==> src/rtl/dbg_pkg.sv <==
package dbg_pkg;
  localparam int STEP_W    = 3;
  localparam int BYTE_CTRL = 7;
  localparam int BYTE_IRH  = 1;
  localparam int BYTE_IRL  = 0;

  localparam logic [7:0] CTRL_NONE = 8'h00;
  localparam logic [7:0] CTRL_OVR  = 8'h02;
  localparam logic [7:0] CTRL_IRW  = 8'h06;

  // phase flags {pre_cpu, pre_shift, scan, post_cpu}
  localparam logic [3:0] PH_LOAD = 4'b1110;
  localparam logic [3:0] PH_SCAN = 4'b0010;
  localparam logic [3:0] PH_POST = 4'b0001;

  typedef enum logic [2:0] {
    OP_WREG = 3'd0,
    OP_WIR  = 3'd1,
    OP_RREG = 3'd2,
    OP_WMEM = 3'd3,
    OP_RMEM = 3'd4,
    OP_STEP = 3'd5
  } op_e;

  typedef struct packed {
    logic [3:0] ph;
    logic [7:0] ctrl;
    logic [7:0] irh;
    logic [7:0] irl;
    logic       last;
    logic       cap_lo;
    logic       cap_hi;
    logic [2:0] cap_byte;
  } txn_t;
endpackage

==> src/rtl/dbg_txn_plan.sv <==
module dbg_txn_plan
  import dbg_pkg::*;
(
  input  logic [2:0]        op,
  input  logic [2:0]        reg_idx,
  input  logic [7:0]        addr,
  input  logic [15:0]       data,
  input  logic [STEP_W-1:0] step,
  output txn_t              txn
);
  function automatic txn_t load_imm(input logic [2:0] r, input logic [7:0] v);
    txn_t x;
    x      = '0;
    x.ph   = PH_LOAD;
    x.ctrl = CTRL_OVR;
    x.irh  = 8'hA0 | {3'b000, r, 2'b00};
    x.irl  = v;
    return x;
  endfunction

  function automatic txn_t inject(input logic [7:0] hi);
    txn_t x;
    x      = '0;
    x.ph   = PH_LOAD;
    x.ctrl = CTRL_OVR;
    x.irh  = hi;
    return x;
  endfunction

  always_comb begin
    txn = '0;
    unique case (op)
      OP_WREG: begin
        txn      = load_imm(reg_idx, data[7:0]);
        txn.last = 1'b1;
      end
      OP_WIR: begin
        txn.ph   = PH_LOAD;
        txn.ctrl = CTRL_IRW;
        txn.irh  = data[15:8];
        txn.irl  = data[7:0];
        txn.last = 1'b1;
      end
      OP_RREG: begin
        txn          = inject(8'h00);
        txn.cap_lo   = 1'b1;
        txn.cap_byte = 3'd6 - reg_idx;
        txn.last     = 1'b1;
      end
      OP_WMEM: begin
        case (step)
          3'd0:    txn = load_imm(3'd3, addr);
          3'd1:    txn = load_imm(3'd2, data[15:8]);
          3'd2:    txn = load_imm(3'd1, data[7:0]);
          3'd3:    txn = inject(8'h02);
          default: begin
            txn      = inject(8'h00);
            txn.last = 1'b1;
          end
        endcase
      end
      OP_RMEM: begin
        case (step)
          3'd0:    txn = load_imm(3'd3, addr);
          3'd1:    txn = inject(8'hC8);
          3'd2:    txn = inject(8'hC4);
          3'd3: begin
            txn          = inject(8'h00);
            txn.cap_hi   = 1'b1;
            txn.cap_byte = 3'd4;
          end
          default: begin
            txn          = inject(8'h00);
            txn.cap_lo   = 1'b1;
            txn.cap_byte = 3'd5;
            txn.last     = 1'b1;
          end
        endcase
      end
      OP_STEP: begin
        case (step)
          3'd0:    txn.ph = PH_SCAN;
          3'd1:    txn.ph = PH_POST;
          default: begin
            txn.ph   = PH_SCAN;
            txn.ctrl = CTRL_OVR;
            txn.last = 1'b1;
          end
        endcase
      end
      default: txn = '0;
    endcase
  end
endmodule

==> src/rtl/dbg_capture.sv <==
module dbg_capture #(
  parameter int NUM_BYTES = 8,
  localparam int VEC_W = NUM_BYTES * 8
) (
  input  logic             clk,
  input  logic             rst,
  input  logic             clr,
  input  logic             cap_lo,
  input  logic             cap_hi,
  input  logic [2:0]       byte_sel,
  input  logic [VEC_W-1:0] recv,
  output logic [15:0]      result
);
  logic [7:0] picked;
  assign picked = recv[8*byte_sel +: 8];

  always_ff @(posedge clk) begin
    if (rst || clr) begin
      result <= '0;
    end else begin
      if (cap_lo) result[7:0]  <= picked;
      if (cap_hi) result[15:8] <= picked;
    end
  end

  assert_one_cap_R6: assert property (@(posedge clk) disable iff (rst)
    !(cap_lo && cap_hi));
endmodule

==> src/rtl/dbg_seq_fsm.sv <==
module dbg_seq_fsm
  import dbg_pkg::*;
#(
  parameter int NUM_BYTES = 8,
  localparam int VEC_W = NUM_BYTES * 8
) (
  input  logic              clk,
  input  logic              rst,
  input  logic              cmd_valid,
  output logic              cmd_ready,
  input  logic [2:0]        cmd_op,
  input  logic [2:0]        cmd_reg,
  input  logic [7:0]        cmd_addr,
  input  logic [15:0]       cmd_data,
  input  txn_t              txn,
  output logic [2:0]        op_q,
  output logic [2:0]        reg_q,
  output logic [7:0]        addr_q,
  output logic [15:0]       data_q,
  output logic [STEP_W-1:0] step_q,
  output logic              cap_clr,
  output logic              cap_lo,
  output logic              cap_hi,
  output logic              rsp_done,
  output logic              rsp_err,
  output logic              seq_start,
  output logic [3:0]        seq_flags,
  output logic [VEC_W-1:0]  seq_send,
  input  logic              seq_done
);
  typedef enum logic [1:0] {S_IDLE, S_ISSUE, S_WAIT, S_RESP} state_e;
  state_e state;

  logic accept, reject, fin;
  logic [VEC_W-1:0] send_nxt;

  assign cmd_ready = (state == S_IDLE);
  assign accept    = cmd_valid && cmd_ready;
  assign reject    = (cmd_op > 3'd5) ||
                     ((cmd_op == OP_WREG || cmd_op == OP_RREG) && cmd_reg == 3'd7);
  assign fin       = (state == S_WAIT) && seq_done;
  assign cap_clr   = accept;
  assign cap_lo    = fin && txn.cap_lo;
  assign cap_hi    = fin && txn.cap_hi;

  always_comb begin
    send_nxt = '0;
    send_nxt[8*BYTE_CTRL +: 8] = txn.ctrl;
    send_nxt[8*BYTE_IRH  +: 8] = txn.irh;
    send_nxt[8*BYTE_IRL  +: 8] = txn.irl;
  end

  always_ff @(posedge clk) begin
    if (rst) begin
      state     <= S_IDLE;
      step_q    <= '0;
      op_q      <= '0;
      reg_q     <= '0;
      addr_q    <= '0;
      data_q    <= '0;
      rsp_done  <= 1'b0;
      rsp_err   <= 1'b0;
      seq_start <= 1'b0;
      seq_flags <= '0;
      seq_send  <= '0;
    end else begin
      seq_start <= 1'b0;
      rsp_done  <= 1'b0;
      unique case (state)
        S_IDLE: if (accept) begin
          op_q    <= cmd_op;
          reg_q   <= cmd_reg;
          addr_q  <= cmd_addr;
          data_q  <= cmd_data;
          step_q  <= '0;
          rsp_err <= reject;
          if (reject) begin
            rsp_done <= 1'b1;
            state    <= S_RESP;
          end else begin
            state <= S_ISSUE;
          end
        end
        S_ISSUE: begin
          seq_start <= 1'b1;
          seq_flags <= txn.ph;
          seq_send  <= send_nxt;
          state     <= S_WAIT;
        end
        S_WAIT: if (seq_done) begin
          if (txn.last) begin
            seq_send  <= '0;
            seq_flags <= '0;
            rsp_done  <= 1'b1;
            state     <= S_RESP;
          end else begin
            step_q <= step_q + 1'b1;
            state  <= S_ISSUE;
          end
        end
        default: state <= S_IDLE;
      endcase
    end
  end

  assert_busy_after_accept_R9: assert property (@(posedge clk) disable iff (rst)
    (cmd_valid && cmd_ready) |=> !cmd_ready);
  assert_rsp_pulse_R9: assert property (@(posedge clk) disable iff (rst)
    rsp_done |=> (!rsp_done && cmd_ready));
  assert_idle_quiet_R10: assert property (@(posedge clk) disable iff (rst)
    cmd_ready |-> (seq_send == '0 && seq_flags == 4'd0 && !seq_start));
  assert_start_pulse_R11: assert property (@(posedge clk) disable iff (rst)
    seq_start |=> !seq_start);
  assert_reject_R8: assert property (@(posedge clk) disable iff (rst)
    (cmd_valid && cmd_ready && (cmd_op == OP_WREG || cmd_op == OP_RREG) && cmd_reg == 3'd7)
      |=> (rsp_done && rsp_err && !seq_start));
  assert_bad_op_R1: assert property (@(posedge clk) disable iff (rst)
    (cmd_valid && cmd_ready && cmd_op > 3'd5) |=> (rsp_done && rsp_err));
  assert_step_bound_R5: assert property (@(posedge clk) disable iff (rst)
    step_q < 3'd5);
endmodule

==> src/rtl/dbg_cmd_engine.sv <==
module dbg_cmd_engine
  import dbg_pkg::*;
#(
  parameter int NUM_BYTES = 8,
  localparam int VEC_W = NUM_BYTES * 8
) (
  input  logic             clk,
  input  logic             rst,
  input  logic             cmd_valid,
  output logic             cmd_ready,
  input  logic [2:0]       cmd_op,
  input  logic [2:0]       cmd_reg,
  input  logic [7:0]       cmd_addr,
  input  logic [15:0]      cmd_data,
  output logic             rsp_done,
  output logic             rsp_err,
  output logic [15:0]      rsp_data,
  output logic             seq_start,
  output logic [3:0]       seq_flags,
  output logic [VEC_W-1:0] seq_send,
  input  logic             seq_done,
  input  logic [VEC_W-1:0] seq_recv
);
  txn_t              txn;
  logic [2:0]        op_q, reg_q;
  logic [7:0]        addr_q;
  logic [15:0]       data_q;
  logic [STEP_W-1:0] step_q;
  logic              cap_clr, cap_lo, cap_hi;

  dbg_txn_plan u_plan (
    .op(op_q), .reg_idx(reg_q), .addr(addr_q), .data(data_q),
    .step(step_q), .txn(txn)
  );

  dbg_seq_fsm #(.NUM_BYTES(NUM_BYTES)) u_fsm (
    .clk(clk), .rst(rst),
    .cmd_valid(cmd_valid), .cmd_ready(cmd_ready),
    .cmd_op(cmd_op), .cmd_reg(cmd_reg), .cmd_addr(cmd_addr), .cmd_data(cmd_data),
    .txn(txn), .op_q(op_q), .reg_q(reg_q), .addr_q(addr_q), .data_q(data_q),
    .step_q(step_q), .cap_clr(cap_clr), .cap_lo(cap_lo), .cap_hi(cap_hi),
    .rsp_done(rsp_done), .rsp_err(rsp_err),
    .seq_start(seq_start), .seq_flags(seq_flags), .seq_send(seq_send),
    .seq_done(seq_done)
  );

  dbg_capture #(.NUM_BYTES(NUM_BYTES)) u_cap (
    .clk(clk), .rst(rst), .clr(cap_clr), .cap_lo(cap_lo), .cap_hi(cap_hi),
    .byte_sel(txn.cap_byte), .recv(seq_recv), .result(rsp_data)
  );

  assert_rsp_data_R1: assert property (@(posedge clk) disable iff (rst)
    (rsp_done && rsp_err) |-> rsp_data == 16'h0000);
endmodule

==> config.mk <==
export PLATFORM = sky130hd
export DESIGN_NAME = dbg_cmd_engine
export DESIGN_NICKNAME = d
export VERILOG_FILES = /design/src/rtl/dbg_pkg.sv /design/src/rtl/dbg_txn_plan.sv /design/src/rtl/dbg_capture.sv /design/src/rtl/dbg_seq_fsm.sv /design/src/rtl/dbg_cmd_engine.sv
export SDC_FILE = /design/constraint.sdc
export NUM_CORES = 1
export LEC_CHECK = 0
export BUFFER_PORTS_ARGS = -buffer_cell sky130_fd_sc_hd__buf_4
export CORE_MARGIN = 2
export CORE_UTILIZATION = 49
export CTS_BUF_LIST = sky130_fd_sc_hd__clkbuf_8
export CTS_CLUSTER_DIAMETER = 120
export DETAILED_ROUTE_END_ITERATION = 12
export HOLD_SLACK_MARGIN = 0.03
export PLACE_DENSITY = 0.83
export SLEW_MARGIN = 20
export SYNTH_ARGS = -nofsm -noshare
export SYNTH_HDL_FRONTEND = slang
export SYNTH_SLANG_ARGS = --single-unit
==> constraint.sdc <==
create_clock -name clk -period 2.3 [get_ports clk]
set_input_delay 0.345 -clock clk [delete_from_list [all_inputs] [get_ports clk]]
set_output_delay 0.345 -clock clk [all_outputs]
set_load 0.05 [all_outputs]
# After elaboration in Yosys (flattened, before gate mapping)
# Cells that the tools add are included.
dict set report word_totals {
  regBits 122
  latchBits 0
  mem_bits_rw 0
  rom_bits 0
  in_bits 98
  out_inout_bits 88
  wordCells 84
  n_memories 0
}
dict set report classes {
  addsub 2
  mul 0
  n_div 0
  order_cmp 1
  n_eq_ne 16
  shifts 1
  mux 30
  bitwise 0
  reduce_logical 21
}
# cell count
set op_table {}
lappend op_table {{22-bit case mux with 4 select lines} 2}
lappend op_table {{64-bit two-way mux} 2}
lappend op_table {{64-bit case mux with 2 select lines} 1}
lappend op_table {{16-bit case mux with 4 select lines} 1}
lappend op_table {{64-bit by 7-bit indexed part select with 8-bit output} 1}
lappend op_table {{12-bit case mux with 5 select lines} 1}
lappend op_table {{3-bit by 2-bit equality test with 1-bit output (second input constant)} 5}
lappend op_table {{5-bit case mux with 3 select lines} 1}
lappend op_table {{2-bit two-way mux} 6}
lappend op_table {{3-bit equality test (second input constant)} 3}
lappend op_table {{3-bit zero test} 3}
lappend op_table {{3-bit two-way mux} 3}
lappend op_table {{4-bit two-way mux} 2}
lappend op_table {{4-bit case mux with 2 select lines} 1}
lappend op_table {{3-bit by 1-bit equality test with 1-bit output (second input constant)} 2}
lappend op_table {{1-bit two-way mux} 6}
lappend op_table {{2-bit inequality test (second input constant)} 3}
lappend op_table {{2-bit case mux with 3 select lines} 1}
lappend op_table {{3-bit case mux with 2 select lines} 1}
lappend op_table {{1-bit logical AND} 5}
lappend op_table {{1-bit case mux with 4 select lines} 1}
lappend op_table {{2-bit AND reduction} 2}
lappend op_table {{4-bit AND reduction} 1}
lappend op_table {{2-bit nonzero test} 2}
lappend op_table {{other kinds (12)} 15}

# Logic depth before layout (Yosys ltp)
# Gate-level depths: netlist (run 1).
dict set report logic_depth {
  ltp_word 7
  mapped_depth 8
  ltp_nobuf 7
}

# By module
# Synthesis (run 1) repeated with hierarchy kept, for this count alone.
dict set report hier_totals {
  hier_cells 511
  hier_area_um2 4635.7
}
# module n_inst cells_per_inst area_each_um2 seq_area_each_um2
set modules_own_cells {}
lappend modules_own_cells {dbg_seq_fsm 1 280 2790.2 1321.3}
lappend modules_own_cells {dbg_capture 1 110 1056.0 320.3}
lappend modules_own_cells {dbg_txn_plan 1 121 789.5 0.0}

# Worst setup path after synthesis (run 1)
# Ideal clock, no wire load.
dict set report synth_timing {
  path_kind {flip-flop to flip-flop}
  startpoint {reg u_fsm.state[0]}
  endpoint {reg u_fsm.step_q[0]}
  setup_time_ns 0.128
  t_arrival_ns 2.045
  required_time_ns 2.172
  slack_ns 0.127
  stages_incl_launch_ff 7
  path_buffers 1
  synth_period_minus_slack_ns 2.173
  cell_sequence {dfxtp_1 > buf_2 > nor2_1 > nand2_1 > a32oi_1 > mux2i_1 > nor2_1}
}
dict set report synth_between {
  elab_chain_len 4
  elab_cells_between_ends 9
  classes_between {eq/ne: 4; mux: 1; reduce/logical: 4}
}
# element line_no
set synth_rtl {}
lappend synth_rtl {{start: declaration} dbg_seq_fsm.sv:32} ;# state_e state;
lappend synth_rtl {{start signal: assignment} dbg_seq_fsm.sv:55} ;# state <= S_IDLE;
lappend synth_rtl {{start signal: assignment} dbg_seq_fsm.sv:79} ;# state <= S_RESP;
lappend synth_rtl {{start signal: assignment} dbg_seq_fsm.sv:81} ;# state <= S_ISSUE;
lappend synth_rtl {{2-bit zero test (*)} dbg_seq_fsm.sv:37} ;# assign cmd_ready = (state == S_IDLE);
lappend synth_rtl {{named net cmd_ready} dbg_cmd_engine.sv:10} ;# output logic cmd_ready,
lappend synth_rtl {{1-bit logical AND} dbg_seq_fsm.sv:38} ;# assign accept = cmd_valid && cmd_ready;
lappend synth_rtl {{2-bit by 1-bit inequality test with 1-bit output (no source line)} --}
lappend synth_rtl {{4-bit AND reduction (no source line)} --}
lappend synth_rtl {{end signal: assignment} dbg_seq_fsm.sv:97} ;# step_q <= step_q + 1'b1;
lappend synth_rtl {{end: declaration} dbg_seq_fsm.sv:20} ;# output logic [STEP_W-1:0] step_q,
# The timed path passes the listed nets; every way through them passes the cells marked *.
# A chain may end at the register's enable or synchronous reset.

# Final worst setup path (run 1)
dict set report layout_timing {
  startpoint {reg u_fsm.reg_q[0]}
  endpoint {reg u_cap.result[7]}
}
dict set report layout_between {
  elab_chain_len 3
}
# element line_no
set layout_rtl {}
lappend layout_rtl {{start: declaration} dbg_seq_fsm.sv:17} ;# output logic [2:0] reg_q,
lappend layout_rtl {{start signal: assignment} dbg_seq_fsm.sv:72} ;# reg_q <= cmd_reg;
lappend layout_rtl {{3-bit subtractor} dbg_txn_plan.sv:47} ;# txn.cap_byte = 3'd6 - reg_idx;
lappend layout_rtl {{5-bit case mux with 3 select lines} dbg_txn_plan.sv:32} ;# unique case (op)
lappend layout_rtl {{64-bit by 7-bit indexed part select with 8-bit output} dbg_capture.sv:15} ;# assign picked = recv[8*byte_sel +: 8];
lappend layout_rtl {{end signal: assignment} dbg_capture.sv:21} ;# if (cap_lo) result[7:0] <= picked;
lappend layout_rtl {{end: declaration} dbg_capture.sv:12} ;# output logic [15:0] result
# No other way between the ends.

==> results of run 1 <==
stage by stage:
step | utilization, % | setup slack [ns]
floorplan | - | 0.127
global placement | 62.0 | 0.236
detailed placement | 62.0 | 0.180
CTS | 64.5 | 0.169
global route | 64.5 | 0.00149
finish | 64.5 | 0.189
synthesized netlist by cell type, types with 2 or more instances:
master | count | area share, %
a22oi_1 | 9 | 1.7
mux4_1 | 7 | 4.5
nand2_1 | 92 | 8.5
buf_6 | 3 | 0.83
nor2_1 | 24 | 2.2
nand3_1 | 4 | 0.49
a211o_1 | 4 | 0.86
o211ai_1 | 2 | 0.37
o2bb2ai_1 | 9 | 1.9
a32oi_1 | 3 | 0.64
o21ai_0 | 9 | 1.1
buf_2 | 5 | 0.61
a21oi_1 | 44 | 5.4
mux2i_1 | 15 | 3.7
dfxtp_1 | 75 | 37
a21oi_2 | 2 | 0.43
nor2b_1 | 4 | 0.61
a211oi_1 | 2 | 0.37
nand3b_1 | 3 | 0.55
a21o_1 | 2 | 0.37
nand2b_1 | 4 | 0.61
inv_1 | 7 | 0.64
clkbuf_1 | 13 | 1.2
nor4_1 | 3 | 0.46
nor3b_1 | 2 | 0.37
buf_4 | 51 | 9.4
mux4_2 | 9 | 5.0
a222oi_1 | 8 | 2.0
ha_1 | 6 | 1.8
flip-flops by register name, indices dropped and copies added (netlist names):
signal and cells:
u_fsm.seq_send 18, u_cap.result 16, u_fsm.data_q 16, u_fsm.addr_q 8
u_fsm.op_q 3, u_fsm.reg_q 3, u_fsm.seq_flags 3, u_fsm.step_q 3
u_fsm.state 2, u_fsm.rsp_done 1, u_fsm.rsp_err 1, u_fsm.seq_start 1
kinds of logic after synthesis:
kind of cell | Yosys count | synth area share [%]
XOR/XNOR | 1 | 0.215
AO/OA/AOI/OAI | 102 | 17.1
flip-flops | 75 | 36.8
AND/OR/NAND/NOR | 152 | 17.7
multiplexers | 31 | 13.2
other | 1 | 0.0919
buffers and inverters | 80 | 13.2
adder cells (fa/ha/maj) | 6 | 1.84
layout by cell type, fill, tap and decap left out, types with 3 or more instances in the layout:
cell / instances
o21ai_0: 9
inv_6: 4
a21oi_1: 44
a32oi_1: 3
ha_1: 6
nor4_1: 3
dfxtp_1: 75
a22oi_1: 9
nand3b_1: 3
nand2b_1: 4
inv_1: 7
mux2i_1: 15
mux4_1: 7
nand2_1: 92
a211o_1: 4
a222oi_1: 8
mux4_2: 9
o2bb2ai_1: 9
clkbuf_8: 9
nor2_1: 24
buf_4: 153
nor2b_1: 4
nand3_1: 4
conb_1: 46
power breakdown:
| group | internal, µW | total, µW | leakage, µW | switching (µW) |
|---|---|---|---|---|
| Sequential | 1360 | 1420 | 0.000610 | 57.8 |
| Clock | 518 | 1060 | 0.000101 | 545 |
| Combinational | 308 | 834 | 0.00160 | 527 |
cell type report:
class                      count  area share (%)
clock buffer                   9            2.36
clock inverter                 7            1.55
inverter                       7           0.501
multi-input combinational    338            42.2
sequential                    75            28.6
tap                          105            2.50
timing repair buffer         154            22.3
metal layers:
layer	global-route usage [%]	vias up	wire length (µm)
li1	-	1783	-
met1	28.5	1728	4320
met2	43.4	176	5800
met3	6.80	23	1040
met4	9.42	0	275
met5	0	-	0
worst max-delay path by stage:
| stage | start | end | slack, ns | cells after the start |
|---|---|---|---|---|
| floorplan | u_fsm.state[0] | u_fsm.step_q[0] | 0.13 | 6 |
| global placement | u_fsm.reg_q[0] | u_cap.result[7] | 0.24 | 6 |
| detailed placement | u_fsm.reg_q[0] | u_cap.result[7] | 0.18 | 6 |
| CTS | u_fsm.reg_q[0] | u_cap.result[7] | 0.17 | 6 |
| global route | u_fsm.reg_q[0] | u_cap.result[0] | 0.001 | 6 |
| finish | u_fsm.reg_q[0] | u_cap.result[7] | 0.19 | 6 |
worst reg2reg max path: stages (launching register included):
cell and delay, ns:
dfxtp_1 0.35, ha_1 0.33, nor3_4 0.28, buf_12 0.21
mux4_1 0.59, a22oi_1 0.20, nand2_1 0.06
==> impl_results.md, run 1 <==
* Status: complete, no violations
* CTS buffer count at 9
* Worst min path class: primary input to flip-flop
* Fin. max-slew vios at 0
* Ys async rst share at 0%
* Final setup viols at 0
* Synth-to-Final Area Change at 28.6%
* Ys Warns at 0
* Final min period at 2.11 ns
* GRT Total Usage at 24.7%
* CTS H-tree lvls at 3
* Final GP Congestion at 0.862
* ANT cells at 0
* Hold_sp: cmd_addr[5]
* Unrepaired setup endpoints after global routing: no
* Vias in the first global route at 3,530
* DR WL/cell at 16.5 µm
* R2r worst-path depth at 6
* Synth Instances at 448
* P per Cell Area at 632 nW/µm²
* Max Cap Viol at 0
* Root Driver: clkbuf_8
* Initial Utilization at 50.2%
* Total Power at 3320 µW
* CTS tree: built
* FF-to-FF End: u_cap.result[7]
* Predominant post-synthesis flop cell: dfxtp_1
* WP data arrival at 2.37 ns
* Die W at 95.3 µm
* Fraction of the yosys area taken by sequential cells at 36.8%
* Antenna Nets Post-Route at 0
* Post-synth EDFFs at 0
* Die span in y at 95.3 µm
* Initial drt markers at 227
* Post-CTS Resized at 0
* WL final at 11.4 mm
* Setup TNS at 0 ns
* Ordered list of cells on the worst path: ha_1 -> nor3_4 -> buf_12 -> mux4_1 -> a22oi_1 -> nand2_1
* CP peak stage delay at 0.59 ns
* Synth cell types at 56
* Drt via density at 5.34
* Slowest cell on crit path: mux4_1
* Mapped cell area at 4080 µm²
* Ports at 186
* Fillcell total at 718
* Vias at 3,710
* Grt ovf at 0
* WP buf/inv at 1
* First-pass GRT wire length at 17.2 mm
* Max-slew headroom at 61.2%
* Setup crit end kind: flip-flop
* Setup Crit Path Kind: flip-flop to flip-flop
* CTS clk-pin slew, worst paths at 0.09 ns
* Initial antenna violation count at 0
* Hold WS at 0.226 ns
* Top Family by Delay on Critical Path: multiplexers
* Max Root-Sink Buffers at 2
* RR Startpoint: u_fsm.reg_q[0]
* CP Launch Type: flip-flop
* Worst vdd ir at 0.451 mV
* Nets at 689
* Avg Inst Size Synth at 9.11 µm²
* Clk sinks at 75
* Worst Hold Depth at 3
* Die area at 9070 µm²
* Multi-input combinational cell area at 2220 µm²
* Num rows at 33
* Slew @ Worst Pin at 0.567 ns
* Crit Path Max Fanout at 14
* Share of layout cells above drive strength 1 at 32.5%
* Post-CTS Setup Inserts at 0
* Total placed instance area at 5040 µm²
* Worst Skew at 0.0143 ns
* Worst Path Required at 2.56 ns
* 1st-pass router iterations at 8
* P_leak at 0.00231 µW
* Hold Path End: u_fsm.addr_q[5]
* Final hold viol count at 0
* FF/Latch Area at 1500 µm²
* Core area at 8130 µm²
* Post-DP HPWL at 8.79 mm
* Clock latency on the worst-skew pair at 0.36 ns
* Final std cells w/o fill at 695
* Cell area after layout at 5250 µm²
* #FFs+latches synth at 75
* R2R Setup Slk at 0.19 ns
* Port bufs at 139
* FMAX at 0.474 GHz
* Placed cells at 679
* DRC at 0
* Count of hold buffers inserted by post-cts repair at 0
* Tcrit/Tclk final at 91.8%
* Largest net degree at the start of global routing at 51
No activity file was read; power rests on OpenSTA's default activity.
==> run 2: changes to the inputs <==
--- a/config.mk
+++ b/config.mk
@@ -7,13 +7,14 @@
 export LEC_CHECK = 0
 export BUFFER_PORTS_ARGS = -buffer_cell sky130_fd_sc_hd__buf_4
 export CORE_MARGIN = 2
-export CORE_UTILIZATION = 49
+export CORE_UTILIZATION = 50
 export CTS_BUF_LIST = sky130_fd_sc_hd__clkbuf_8
 export CTS_CLUSTER_DIAMETER = 120
 export DETAILED_ROUTE_END_ITERATION = 12
 export HOLD_SLACK_MARGIN = 0.03
-export PLACE_DENSITY = 0.83
+export PLACE_DENSITY = 0.82
 export SLEW_MARGIN = 20
 export SYNTH_ARGS = -nofsm -noshare
 export SYNTH_HDL_FRONTEND = slang
+export SYNTH_HIERARCHICAL = 1
 export SYNTH_SLANG_ARGS = --single-unit
==> run 2 against run 1 <==
  * Clock power hardly changed
  * Global-route usage shrank 1.4 points
  * Combinational power increased by 22%
  * Hold slack worse by 0.0026 ns
  * Synthesized cell count is 14% higher
  * Critical endpoint is now u_cap/result[1]
==> impl_results.md, run 2 <==
* Top Family by Delay on Critical Path: simple AND/OR/NAND/NOR gates (was multiplexers)
* Post-synth EDFFs at 0 (unchanged)
* Num rows at 35 (was 33)
* Worst min path class: primary input to flip-flop (unchanged)
* CP Launch Type: flip-flop (unchanged)
* Max-slew headroom at 46.9% (was 61.2%)
* Setup crit end kind: flip-flop (unchanged)
* CTS H-tree lvls at 3 (unchanged)
* Tcrit/Tclk final at 92.7% (was 91.8%)
* Yosys top cell area share at 35.4% (was 36.8%)
* Vias at 4,082 (was 3,710)
* Synth area leaders: dfxtp_1, buf_4, a22o_1 (was dfxtp_1, buf_4, nand2_1)
* Vias in the first global route at 3,748 (was 3,530)
* P_leak at 0.00240 µW (was 0.00231 µW)
* Ports at 186 (unchanged)
* Fin. max-slew vios at 0 (unchanged)
* Crit Path Max Fanout at 8 (was 14)
* CTS clk-pin slew, worst paths at 0.08 ns (was 0.09 ns)
* Fillcell total at 772 (was 718)
* Ordered list of cells on the worst path: ha_1 -> nor3_1 -> nor2b_1 -> a221o_1 -> a21oi_1 (was ha_1 -> nor3_4 -> buf_12 -> mux4_1 -> a22oi_1 -> nand2_1)
* Worst Path Required at 2.52 ns (was 2.56 ns)
* Sequential share of power at 43.2% (was 42.8%)
* CTS buffer count at 9 (unchanged)
* Die area at 10,100 µm² (was 9070 µm²)
* Synth cell types at 60 (was 56)
* Port bufs at 145 (was 139)
* Die span in y at 100 µm (was 95.3 µm)
* NetSw at 1260 µW (was 1130 µW)
* Count of hold buffers inserted by post-cts repair at 0 (unchanged)
* Setup TNS at 0 ns (unchanged)
* Combinational group share of total power at 27.9% (was 25.2%)
* Cell with the most instances after synthesis: dfxtp_1 (was nand2_1)
* Switching share of power at 34.4% (was 34.1%)
* Initial Utilization at 50.9% (was 50.2%)
* Synth-to-Final Area Change at 23.3% (was 28.6%)
* First-pass GRT wire length at 18.5 mm (was 17.2 mm)
* Die W at 100 µm (was 95.3 µm)
* Nets at 739 (was 689)
* Unrepaired setup endpoints after global routing: no (unchanged)
* Util after Layout at 62.7% (was 64.5%)
* #FFs+latches synth at 82 (was 75)
* Hold_sp: cmd_addr[2] (was cmd_addr[5])
* DR WL/cell at 16.3 µm (was 16.5 µm)
* Predominant post-synthesis flop cell: dfxtp_1 (unchanged)
* Max reg flops at 24 (was 18)
* Grt ovf at 0 (unchanged)
* Setup Crit Path Kind: flip-flop to flip-flop (unchanged)
* Post-CTS Setup Inserts at 0 (unchanged)
* P_int at 2400 µW (was 2190 µW)
* CTS tree: built (unchanged)
* Root Driver: clkbuf_8 (unchanged)
* Clk sinks at 82 (was 75)
* Max Root-Sink Buffers at 2 (unchanged)
* Register bank with the most flops: u_fsm/seq_send (was u_fsm.seq_send)
* Setup WS post-layout at 0.168 ns (was 0.189 ns)
* Post-DP HPWL at 9.22 mm (was 8.79 mm)
* FF-to-FF End: u_cap/result[1] (was u_cap.result[7])
* Initial drt markers at 289 (was 227)
* Area leader, netlist: dfxtp_1 (unchanged)
* FMAX at 0.469 GHz (was 0.474 GHz)
* Worst Hold Depth at 3 (unchanged)
* P per Cell Area at 640 nW/µm² (was 632 nW/µm²)
* Final hold viol count at 0 (unchanged)
* Commonest non-fill, non-tap cell in the layout: buf_4 (unchanged)
* Share of layout cells above drive strength 1 at 38.7% (was 32.5%)
* Top post-synthesis cells by count: dfxtp_1, nand2_1, buf_4 (was nand2_1, dfxtp_1, buf_4)
* Hold Path End: u_fsm/addr_q[2] (was u_fsm.addr_q[5])
* Antenna Nets Post-Route at 0 (unchanged)
* Drt via density at 5.41 (was 5.34)
* Ys Warns at 6 (was 0)
* Fraction of the yosys area taken by sequential cells at 35.4% (was 36.8%)
* Ys async rst share at 0% (unchanged)
* Largest registers: u_fsm/seq_send x24, u_cap/result x16, u_fsm/data_q x16 (was u_fsm.seq_send x18, u_cap.result x16, u_fsm.data_q x16)
* RR Startpoint: u_fsm/reg_q[0] (was u_fsm.reg_q[0])
* ANT cells at 0 (unchanged)
* Clock share of power at 28.8% (was 32.1%)
* R2R Setup Slk at 0.17 ns (was 0.19 ns)
* Dpl ws at 0.0721 ns (was 0.180 ns)
* 1st-pass router iterations at 5 (was 8)
* DRC at 0 (unchanged)
* GRT Total Usage at 23.3% (was 24.7%)
* R2r worst-path depth at 5 (was 6)
* Worst vdd ir at 0.358 mV (was 0.451 mV)
* Core area at 9110 µm² (was 8130 µm²)
* Status: complete, no violations (unchanged)
* Mapped cell area at 4640 µm² (was 4080 µm²)
* Final setup viols at 0 (unchanged)
* WP buf/inv at 0 (was 1)
* Worst Skew at 0.00940 ns (was 0.0143 ns)
* Final min period at 2.13 ns (was 2.11 ns)
* Final GP Congestion at 0.890 (was 0.862)
* Synth Instances at 511 (was 448)
* Post-CTS Resized at 0 (unchanged)
* Avg Inst Size Synth at 9.07 µm² (was 9.11 µm²)
* Slew @ Worst Pin at 0.792 ns (was 0.567 ns)
* Initial antenna violation count at 0 (unchanged)
* WL final at 12.3 mm (was 11.4 mm)
* Slowest cell on crit path: nor2b_1 (was mux4_1)
* Max Cap Viol at 0 (unchanged)
* Clock latency on the worst-skew pair at 0.35 ns (was 0.36 ns)
* WP data arrival at 2.35 ns (was 2.37 ns)
* Most frequent cells in the layout: buf_4, dfxtp_1, nand2_1, conb_1, a21oi_1 (was buf_4, nand2_1, dfxtp_1, conb_1, a21oi_1)
* Largest net degree at the start of global routing at 42 (was 51)
* CP peak stage delay at 0.55 ns (was 0.59 ns)
[run 2: how the worst max path moves through the flow]
stage	to	cells past startpoint	from
6_report	u_cap/result[1]	5	u_fsm/reg_q[0]
5_1_grt	u_cap/result[1]	5	u_fsm/reg_q[0]
4_1_cts	u_cap/result[1]	8	u_fsm/op_q[2]
3_5_place_dp	u_cap/result[1]	8	u_fsm/op_q[2]
3_3_place_gp	u_cap/result[9]	8	u_fsm/op_q[1]
2_1_floorplan	u_cap/result[0]	10	u_fsm/op_q[1]
[run 2: per-layer routing]
layer / track usage (%) / vias up / wire (µm)
li1: - / 1987 / -
met5: 0 / - / 0
met1: 28.8 / 1869 / 4990
met2: 38.4 / 199 / 5890
met3: 5.78 / 27 / 1090
met4: 10.6 / 0 / 342
[run 2: worst reg2reg max path: stages (launching register included)]
cell,delay [ns]
dfxtp_1,0.44
ha_1,0.27
nor3_1,0.33
nor2b_1,0.55
a221o_1,0.31
a21oi_1,0.09
[run 2: logic make-up after synthesis]
group / count (synthesis) / share of synthesized area, %
compound gates: 153 / 23.9
xor+xnor: 1 / 0.189
fa+ha+maj: 2 / 0.540
buf+inv: 93 / 14.7
flops: 82 / 35.4
mux: 39 / 8.85
other cells: 2 / 0.162
simple gates: 139 / 16.3
[run 2: layout make-up]
type / count / area (µm²) / area share, %
Tap cell: 111 / 139 / 2.43
Multi-Input combinational cell: 381 / 2510 / 43.9
Clock buffer: 10 / 138 / 2.41
Inverter: 11 / 48.8 / 0.854
Timing Repair Buffer: 154 / 1170 / 20.5
Clock inverter: 6 / 66.3 / 1.16
Sequential cell: 82 / 1650 / 28.8
[run 2: power by group through the flow]
| stage | registers, µW | logic, µW | clock network [µW] |
|---|---|---|---|
| 6_report | 1580 | 1020 | 1060 |
| 5_1_grt | 1590 | 1090 | 1130 |
| 4_1_cts | 1580 | 1010 | 1080 |
| 3_5_place_dp | 1610 | 1010 | 0 |
| 3_3_place_gp | 1610 | 990 | 0 |
| 2_1_floorplan | 1710 | 705 | 0 |
[run 2: metrics by stage]
| step | total power (µW) | cell area, µm² | hold slack, ns | std cells |
|---|---|---|---|---|
| final | 3660 | 5710 | 0.224 | 755 |
| after global routing | 3820 | 5710 | 0.216 | 755 |
| after CTS | 3670 | 5700 | 0.206 | 754 |
| after detailed placement | 2620 | 5490 | 0.461 | 738 |
| after global placement | 2600 | 5490 | 0.459 | 738 |
| after floorplan | 2410 | 4800 | 0.445 | 555 |
==> run 3: changes to the inputs <==
==> constraint.sdc (replaced) <==
create_clock -name clk -period 2.1 [get_ports clk]
set_input_delay 0.315 -clock clk [delete_from_list [all_inputs] [get_ports clk]]
set_output_delay 0.315 -clock clk [all_outputs]
set_load 0.05 [all_outputs]
==> run 3 against run 2 <==
  * Clock skew rose by 0.0067 ns
  * Wire length rose by 5.6%
  * Hold slack got worse by 0.030 ns
  * Total power up 18%
  * Global-route usage about the same
  * Clock-buffer cell count shrank 1
  * Cell area grew 5.0%
  * Largest power group unchanged
==> impl_results.md, run 3 (synthesis results as in run 2) <==
* FF-to-FF End: u_cap/result[5] (was u_cap/result[1])
* Status: complete, no violations (unchanged)
* Clock share of power at 32.8% (was 28.8%)
* CP Launch Type: flip-flop (unchanged)
* Post-DP HPWL at 9.21 mm (was 9.22 mm)
* Crit path launch: u_fsm/op_q[2] (was u_fsm/reg_q[0])
* DR WL/cell at 16.8 µm (was 16.3 µm)
* Cell area after layout at 6000 µm² (was 5710 µm²)
* NetSw at 1440 µW (was 1260 µW)
* Num rows at 35 (unchanged)
* Worst Path Required at 2.32 ns (was 2.52 ns)
* Final GP Congestion at 0.906 (was 0.890)
* Die W at 100 µm (unchanged)
* DRC at 0 (unchanged)
* Combinational group share of total power at 27.1% (was 27.9%)
* P_leak at 0.00256 µW (was 0.00240 µW)
* Vias in the first global route at 3,860 (was 3,748)
* Initial antenna violation count at 0 (unchanged)
* Final hold viol count at 0 (unchanged)
* CTS buffer count at 9 (unchanged)
* Total placed instance area at 5560 µm² (was 5490 µm²)
* Core area at 9110 µm² (unchanged)
* Fin. max-slew vios at 0 (unchanged)
* P per Cell Area at 719 nW/µm² (was 640 nW/µm²)
* Placed cells at 747 (was 738)
* ANT cells at 0 (unchanged)
* Max Root-Sink Buffers at 2 (unchanged)
* Ports at 186 (unchanged)
* Final min period at 2.09 ns (was 2.13 ns)
* Hold_sp: cmd_addr[2] (unchanged)
* First-pass GRT wire length at 18.7 mm (was 18.5 mm)
* WL met2 at 6.34 mm (was 5.89 mm)
* Clock latency on the worst-skew pair at 0.36 ns (was 0.35 ns)
* Setup crit end kind: flip-flop (unchanged)
* RR Startpoint: u_fsm/op_q[2] (was u_fsm/reg_q[0])
* Nets at 757 (was 739)
* Slew @ Worst Pin at 0.857 ns (was 0.792 ns)
* Most frequent cells in the layout: buf_4, dfxtp_1, nand2_1, conb_1 (was buf_4, dfxtp_1, nand2_1, conb_1, a21oi_1)
* Hold Path End: u_fsm/addr_q[2] (unchanged)
* Initial Utilization at 50.9% (unchanged)
* Initial drt markers at 360 (was 289)
* R2R Setup Slk at 0.01 ns (was 0.17 ns)
* WL met1 at 5.34 mm (was 4.99 mm)
* Total Power at 4320 µW (was 3660 µW)
* Clk sinks at 82 (unchanged)
* Top Layer Used: met4 (unchanged)
* Setup Crit Path Kind: flip-flop to flip-flop (unchanged)
* Worst Skew at 0.0161 ns (was 0.00940 ns)
* Commonest non-fill, non-tap cell in the layout: buf_4 (unchanged)
* CTS clk-pin slew, worst paths at 0.09 ns (was 0.08 ns)
* Tcrit/Tclk final at 99.3% (was 92.7%)
* Final setup viols at 0 (unchanged)
* Vias at 4,298 (was 4,082)
* Synth-to-Final Area Change at 29.5% (was 23.3%)
* Drt via density at 5.56 (was 5.41)
* Switching share of power at 33.2% (was 34.4%)
* CTS tree: built (unchanged)
* P_int at 2880 µW (was 2400 µW)
* Max-slew headroom at 42.5% (was 46.9%)
* CTS H-tree lvls at 3 (unchanged)
* Sequential share of power at 40.1% (was 43.2%)
* Largest registers: u_fsm/seq_send x24, u_cap/result x16, u_fsm/data_q x16 (unchanged)
* Register bank with the most flops: u_fsm/seq_send (unchanged)
* Port bufs at 145 (unchanged)
* Die span in y at 100 µm (unchanged)
* Root Driver: clkbuf_8 (unchanged)
* R2r worst-path depth at 8 (was 5)
* 1st-pass router iterations at 6 (was 5)
* WP data arrival at 2.30 ns (was 2.35 ns)
* Crit Path Max Fanout at 7 (was 8)
* Antenna Nets Post-Route at 0 (unchanged)
* Worst vdd ir at 0.393 mV (was 0.358 mV)
* GRT Total Usage at 23.4% (was 23.3%)
* FMAX at 0.480 GHz (was 0.469 GHz)
* Largest net degree at the start of global routing at 35 (was 42)
* Max reg flops at 24 (unchanged)
* WL final at 13.0 mm (was 12.3 mm)
* Worst Hold Depth at 3 (unchanged)
* Final std cells w/o fill at 773 (was 755)
* Grt ovf at 0 (unchanged)
* Max Cap Viol at 0 (unchanged)
* Die area at 10,100 µm² (unchanged)
* Count of hold buffers inserted by post-cts repair at 0 (unchanged)
* Share of layout cells above drive strength 1 at 42.0% (was 38.7%)
* Worst min path class: primary input to flip-flop (unchanged)
* Routed length on met3 at 1.01 mm (was 1.09 mm)
==> run 3: power by group through the flow <==
| stage | logic [µW] | clock network (µW) | registers, µW |
|---|---|---|---|
| 2_1_floorplan | 772 | 0 | 1870 |
| 3_3_place_gp | 1100 | 0 | 1760 |
| 5_1_grt | 1240 | 1500 | 1750 |
| 4_1_cts | 1120 | 1450 | 1730 |
| 3_5_place_dp | 1120 | 0 | 1770 |
| 6_report | 1170 | 1410 | 1730 |
==> run 3: critical path, stage by stage, from the launching register on <==
cell       delay [ns]
dfxtp_4          0.38
and2b_2          0.24
nand2_2          0.07
a21oi_4          0.28
clkbuf_16        0.22
mux2_2           0.34
o22ai_1          0.15
a221o_1          0.19
a21oi_1          0.08
==> run 3: per-layer routing <==
| layer | up-vias | global-route usage, % |
|---|---|---|
| met5 | - | 0 |
| met4 | 0 | 8.11 |
| met3 | 29 | 5.64 |
| met2 | 218 | 40.1 |
| met1 | 2035 | 28.6 |
| li1 | 2016 | - |
==> run 3: what timing repair did <==
action	CTS	global route
gates cloned	0	3
endpoints found under the setup margin	6	43
gates resized for setup	3	16
pin swaps	0	3
setup buffers	0	7
==> run 3: stage by stage <==
stage | utilization (%) | hold WS (ns) | TNS [ns] | setup WS, ns
after detailed placement | 61.1 | 0.462 | -0.0955 | -0.0475
after CTS | 63.9 | 0.167 | 0 | 0.0162
after floorplan | - | 0.442 | 0 | 0.158
final | 65.9 | 0.194 | 0 | 0.0148
after global routing | 65.9 | 0.171 | -0.216 | -0.0410
after global placement | 61.1 | 0.460 | 0 | 0.000552
==> run 3: area by class of cell <==
cell class | instances | area (µm²)
sequential | 82 | 1650
clock inverter | 7 | 128
timing repair buffer | 172 | 1350
clock buffer | 9 | 124
inverter | 11 | 48.8
fill | 714 | 3110
tap | 111 | 139
multi-input combinational | 381 | 2560
==> run 3: worst max path at each step <==
stage	cells after the start	endpoint
2_1_floorplan	10	u_cap/result[0]
3_3_place_gp	8	u_cap/result[0]
3_5_place_dp	8	u_cap/result[0]
4_1_cts	5	u_cap/result[0]
5_1_grt	8	u_cap/result[5]
6_report	8	u_cap/result[5]
